## src/rtl/bwl_pkg.sv

```systemverilog
package bwl_pkg;
  localparam int unsigned SCALE_BIT = 63;
  localparam int unsigned EN_BIT    = 62;
  localparam int unsigned HARD_BIT  = 61;

  typedef struct packed {
    logic        en;
    logic        hard;
    logic [31:0] cap;
  } bwl_ctrl_t;
endpackage

```

## src/rtl/bwl_cfg_reg.sv

```systemverilog
module bwl_cfg_reg #(
  parameter int unsigned FRAC_W = 12
) (
  input  logic        clk_i,
  input  logic        rst_ni,
  input  logic        we_i,
  input  logic [63:0] wdata_i,
  output logic [63:0] cfg_o
);
  import bwl_pkg::*;

  localparam logic [15:0] FRAC_MASK = 16'hFFFF << (16 - FRAC_W);

  logic [63:0] keep;
  logic [63:0] cfg_q;

  always_comb begin
    keep = {3'b111, 29'b0, {16{wdata_i[SCALE_BIT]}}, FRAC_MASK};
  end

  always_ff @(posedge clk_i or negedge rst_ni) begin
    if (!rst_ni)   cfg_q <= '0;
    else if (we_i) cfg_q <= wdata_i & keep;
  end

  assign cfg_o = cfg_q;

  a_r7_rsvd_zero: assert property (@(posedge clk_i) disable iff (!rst_ni)
    cfg_q[60:32] == '0);
  a_r6_int_clear: assert property (@(posedge clk_i) disable iff (!rst_ni)
    !cfg_q[SCALE_BIT] |-> cfg_q[31:16] == '0);

  if (FRAC_W < 16) begin : g_lsb_chk
    a_r7_frac_lsb: assert property (@(posedge clk_i) disable iff (!rst_ni)
      cfg_q[15-FRAC_W:0] == '0);
  end
endmodule

```

## src/rtl/bwl_budget.sv

```systemverilog
module bwl_budget #(
  parameter int unsigned WIN_LOG2 = 6,
  localparam int unsigned BW      = 16 + WIN_LOG2
) (
  input  logic [31:0]   cap_i,
  output logic [BW-1:0] budget_o
);
  // budget = floor(cap * 2^N / 2^16)
  if (WIN_LOG2 <= 16) begin : g_shr
    assign budget_o = BW'(cap_i >> (16 - WIN_LOG2));
  end else begin : g_shl
    assign budget_o = {cap_i, {(WIN_LOG2-16){1'b0}}};
  end
endmodule

```

## src/rtl/bwl_meter.sv

```systemverilog
module bwl_meter
  import bwl_pkg::*;
#(
  parameter int unsigned WIN_LOG2 = 6
) (
  input  logic      clk_i,
  input  logic      rst_ni,
  input  bwl_ctrl_t ctrl_i,
  input  logic      grant_i,
  input  logic      sat_i,
  output logic      block_o
);
  localparam int unsigned BW = 16 + WIN_LOG2;
  localparam int unsigned UW = WIN_LOG2 + 1;

  logic [WIN_LOG2-1:0] wcnt_q;
  logic [UW-1:0]       used_q;
  bwl_ctrl_t           act_q;
  logic [BW-1:0]       budget;
  logic                wlast;
  logic                at_cap;

  bwl_budget #(.WIN_LOG2(WIN_LOG2)) u_budget (
    .cap_i   (act_q.cap),
    .budget_o(budget)
  );

  assign wlast  = (wcnt_q == '1);
  assign at_cap = (BW'(used_q) >= budget);

  always_ff @(posedge clk_i or negedge rst_ni) begin
    if (!rst_ni) begin
      wcnt_q <= '0;
      used_q <= '0;
      act_q  <= '0;
    end else begin
      wcnt_q <= wcnt_q + 1'b1;
      if (wlast) begin
        used_q <= '0;
        act_q  <= ctrl_i;
      end else if (grant_i) begin
        used_q <= used_q + 1'b1;
      end
    end
  end

  assign block_o = act_q.en & at_cap & (act_q.hard | sat_i);

  a_r3_hard_cap: assert property (@(posedge clk_i) disable iff (!rst_ni)
    (act_q.en && act_q.hard) |-> BW'(used_q) <= budget);
  a_r9_win_clear: assert property (@(posedge clk_i) disable iff (!rst_ni)
    wlast |=> used_q == '0);
  a_r9_act_hold: assert property (@(posedge clk_i) disable iff (!rst_ni)
    !wlast |=> $stable(act_q));
  a_r8_no_grant_blocked: assert property (@(posedge clk_i) disable iff (!rst_ni)
    block_o |-> !grant_i);
endmodule

```

## src/rtl/bw_limiter.sv

```systemverilog
module bw_limiter
  import bwl_pkg::*;
#(
  parameter int unsigned WIN_LOG2 = 6,
  parameter int unsigned FRAC_W   = 12
) (
  input  logic        clk_i,
  input  logic        rst_ni,
  input  logic        cfg_we_i,
  input  logic [63:0] cfg_wdata_i,
  output logic [63:0] cfg_rdata_o,
  input  logic        sat_i,
  input  logic        req_valid_i,
  output logic        req_ready_o,
  output logic        mem_valid_o,
  input  logic        mem_ready_i
);
  logic [63:0] cfg_q;
  bwl_ctrl_t   ctrl;
  logic        block;
  logic        grant;

  bwl_cfg_reg #(.FRAC_W(FRAC_W)) u_cfg (
    .clk_i  (clk_i),
    .rst_ni (rst_ni),
    .we_i   (cfg_we_i),
    .wdata_i(cfg_wdata_i),
    .cfg_o  (cfg_q)
  );

  assign ctrl.en   = cfg_q[EN_BIT];
  assign ctrl.hard = cfg_q[HARD_BIT];
  assign ctrl.cap  = cfg_q[31:0];

  bwl_meter #(.WIN_LOG2(WIN_LOG2)) u_meter (
    .clk_i  (clk_i),
    .rst_ni (rst_ni),
    .ctrl_i (ctrl),
    .grant_i(grant),
    .sat_i  (sat_i),
    .block_o(block)
  );

  assign mem_valid_o = req_valid_i & ~block;
  assign req_ready_o = mem_ready_i & ~block;
  assign grant       = req_valid_i & mem_ready_i & ~block;
  assign cfg_rdata_o = cfg_q;

  a_r9_rdata_follows: assert property (@(posedge clk_i) disable iff (!rst_ni)
    cfg_we_i |=> cfg_rdata_o[63:61] == $past(cfg_wdata_i[63:61]));
endmodule

```

## config.mk

```make
export PLATFORM = sky130hd
export DESIGN_NAME = bw_limiter
export DESIGN_NICKNAME = d
export VERILOG_FILES = /design/src/rtl/bwl_pkg.sv /design/src/rtl/bwl_cfg_reg.sv /design/src/rtl/bwl_budget.sv /design/src/rtl/bwl_meter.sv /design/src/rtl/bw_limiter.sv
export SDC_FILE = /design/constraint.sdc
export NUM_CORES = 1
export LEC_CHECK = 0
export ABC_AREA = 1
export BUFFER_PORTS_ARGS = -buffer_cell sky130_fd_sc_hd__buf_2
export CAP_MARGIN = 30
export CORE_MARGIN = 1
export CORE_UTILIZATION = 40
export CTS_CLUSTER_DIAMETER = 200
export DETAILED_ROUTE_END_ITERATION = 10
export PLACE_DENSITY = 0.73
export SLEW_MARGIN = 15
export SYNTH_ARGS = -nofsm -noshare
export SYNTH_HDL_FRONTEND = slang
export SYNTH_HIERARCHICAL = 1
export SYNTH_SLANG_ARGS = --single-unit
```

## constraint.sdc

```tcl
create_clock -name clk_i -period 5.3 [get_ports clk_i]
set_input_delay 1.06 -clock clk_i [delete_from_list [all_inputs] [get_ports clk_i]]
set_output_delay 1.06 -clock clk_i [all_outputs]
set_load 0.03 [all_outputs]
```

==> impl_summary.txt <==
----------------------------------------------------
[Outcome]
  Outcome ... finished clean

[STA]
  Final Critical Period ... 3.08 ns
  Final total negative setup slack ... 0 ns
  # setup viols final ... 0
  Relative slew slack ... 44.1%
  Fmax ... 0.324 GHz
  Number of hold violations in the final report ... 0
  Post-route clock period utilization ... 58.2%
  Pins Over Slew Limit ... 0
  Slew @ Worst Pin ... 0.838 ns
  Final Skew ... 0.00838 ns
  Unrepaired setup endpoints after global routing ... no

[Detailed routing]
  Remaining routing DRC violations ... 0
  Iteration count of the initial detailed-routing pass ... 4
  Final routed wirelength across all metal layers ... 6.03 mm
  Vias per Instance ... 4.39
  Antenna violation net count after detailed routing ... 0
  Via total after detailed routing ... 2,442
  Initial drt markers ... 149
  Post-detailed-route wirelength per cell ... 10.8 um

[Clock tree]
  Clk pin slew, worst setup/hold paths ... 0.07 ns
  Number of buffers on the longest clock path ... 2
  Quantity of gates resized following cts ... 0
  Clock tree from TritonCTS ... built
  Hold-fix buffer count after cts ... 0
  Total setup buffers inserted after CTS ... 0
  Clock Sink Count ... 68
  Number of CTS-inserted buffers ... 9
  Clock latency of the later-clocked register in the worst-skew pair ... 0.33 ns
  H-tree Lvls ... 3
  Root buffer cell ... sky130_fd_sc_hd__clkbuf_8

[Cells and area]
  Layout overhead on the synthesized area ... 8.62%
  Nets ... 527
  Ratio of cells with drive above 1 in the final layout ... 19.7%
  Post-route cell area ... 3670 um^2
  Diodes inserted ... 0

[Floorplan]
  Num rows ... 33
  Die outline width ... 94.0 um
  Floorplan die area ... 8830 um^2
  Core ar. ... 8220 um^2
  Starting utilization of the core area ... 41.2%
  Die Span Y ... 94.0 um
  Count of pins on the block boundary ... 136

[Global route]
  First-pass GRT wire length ... 10.3 mm
  Initial antenna violation count ... 0
  Total routing resource utilization after global routing ... 15.3%
  Largest net degree at the start of global routing ... 69
  Total congestion overflow after global routing ... 0
  Via count of the first global-routing pass ... 2,330

[Place]
  Area post-placement ... 3480 um^2
  Count of buffers from port buffering ... 69
  Placer's final routability congestion estimate ... 0.718
  Final HPWL DP ... 4.27 mm

[Critical path]
  Endpoint type of the worst setup path ... primary output
  Data required time of the worst path ... 4.24 ns
  CP Max Fanout ... 3
  Critical path start-end classification ... flip-flop to primary output
  Critical Path AT ... 2.02 ns
  Setup crit start kind ... flip-flop

[Logic synthesis]
  Number of instances in the synthesized netlist ... 405
  Post-synth design cell area ... 3380 um^2
  Yosys Warn Count ... 6
  Post-Syn Area per Cell ... 8.35 um^2

[Power and ir drop]
  Total power per unit cell area ... 344 nW/um^2
  VDD IR max ... 0.000196 V
  Reported leakage power ... 0.00215 uW

[Job]
  Max-cap violations ... 0

[Worst hold path]
  HP Class ... flip-flop to flip-flop

----------------------------------------------------
## layer usage
layer | vias up | part of all wire [%] | global-route usage [%]
li1 | 1219 | - | -
met1 | 1122 | 46 | 19.6
met5 | - | 0 | 0
met2 | 90 | 47 | 24.7
met3 | 11 | 3.8 | 1.62
met4 | 0 | 2.5 | 9.74
## stage by stage
step	total power (uW)	std cells	utilization [%]	hold slack (ns)	setup WS, ns
final	1260	556	44.7	0.463	2.22
after global placement	851	542	42.4	0.435	2.19
after floorplan	805	437	-	0.421	2.48
after detailed placement	864	542	42.4	0.450	2.17
after global routing	1340	556	44.7	0.489	1.96
after CTS	1280	556	44.7	0.461	2.14
## placed cells by master (no fill, tap or decap), drive strengths merged
master  instances
conb           33
a21oi           5
clkinv          1
nand4           1
inv            26
bufinv          1
xnor2           1
nor2           20
nor3b           1
o21ai           2
nor3            4
nand2         171
nand3          21
xor2            5
dfrtp          68
clkbuf         12
ha              9
buf            70
## area by class of cell
| class | count | area (um^2) |
|---|---|---|
| Tap cell | 105 | 131 |
| Sequential cell | 68 | 1700 |
| Clock buffer | 12 | 155 |
| Clock inverter | 2 | 35.0 |
| Multi-Input combinational cell | 273 | 1200 |
| Inverter | 26 | 97.6 |
| Timing Repair Buffer | 70 | 353 |
| Fill cell | 815 | 4540 |
## worst paths after layout
kind	slack [ns]	to	cells after the start	startpoint
min in group asynchronous	0.90	u_meter/act_q[13]	2	rst_ni
worst min-delay path	0.46	u_meter/wcnt_q[0]	1	u_meter/wcnt_q[0]
worst min register to register	0.46	u_meter/wcnt_q[0]	1	u_meter/wcnt_q[0]
worst max-delay path	2.22	req_ready_o	12	u_meter/used_q[0]
worst max register to register	3.06	u_meter/used_q[5]	17	u_meter/used_q[0]
max in group asynchronous	3.85	u_meter/act_q[27]	2	rst_ni
## power breakdown
part           internal [uW]  total (uW)  leakage (uW)  switching, uW
logic                   78.9         252       0.00117            173
clock network            237         413     0.0000983            176
registers                561         600      0.000882           39.2
total                    877        1260       0.00215            388
## sequential cells by signal (all words and copies together), names as in the netlist
signal / flops
u_cfg/cfg_o: 31
u_meter/wcnt_q: 6
u_meter/used_q: 7
u_meter/act_q: 24
## critical path, stage by stage (launching register included)
cell	delay (ns)
sky130_fd_sc_hd__dfrtp_1	0.40
sky130_fd_sc_hd__inv_1	0.10
sky130_fd_sc_hd__ha_1	0.29
sky130_fd_sc_hd__inv_1	0.04
sky130_fd_sc_hd__nand2_1	0.04
sky130_fd_sc_hd__nand2_1	0.04
sky130_fd_sc_hd__nand2_1	0.05
sky130_fd_sc_hd__nand2_1	0.05
sky130_fd_sc_hd__nand2_1	0.06
sky130_fd_sc_hd__nand2_1	0.05
sky130_fd_sc_hd__a21oi_1	0.29
sky130_fd_sc_hd__nor2_1	0.09
sky130_fd_sc_hd__buf_2	0.19
Note: power is estimated with default switching activity, not from simulation.
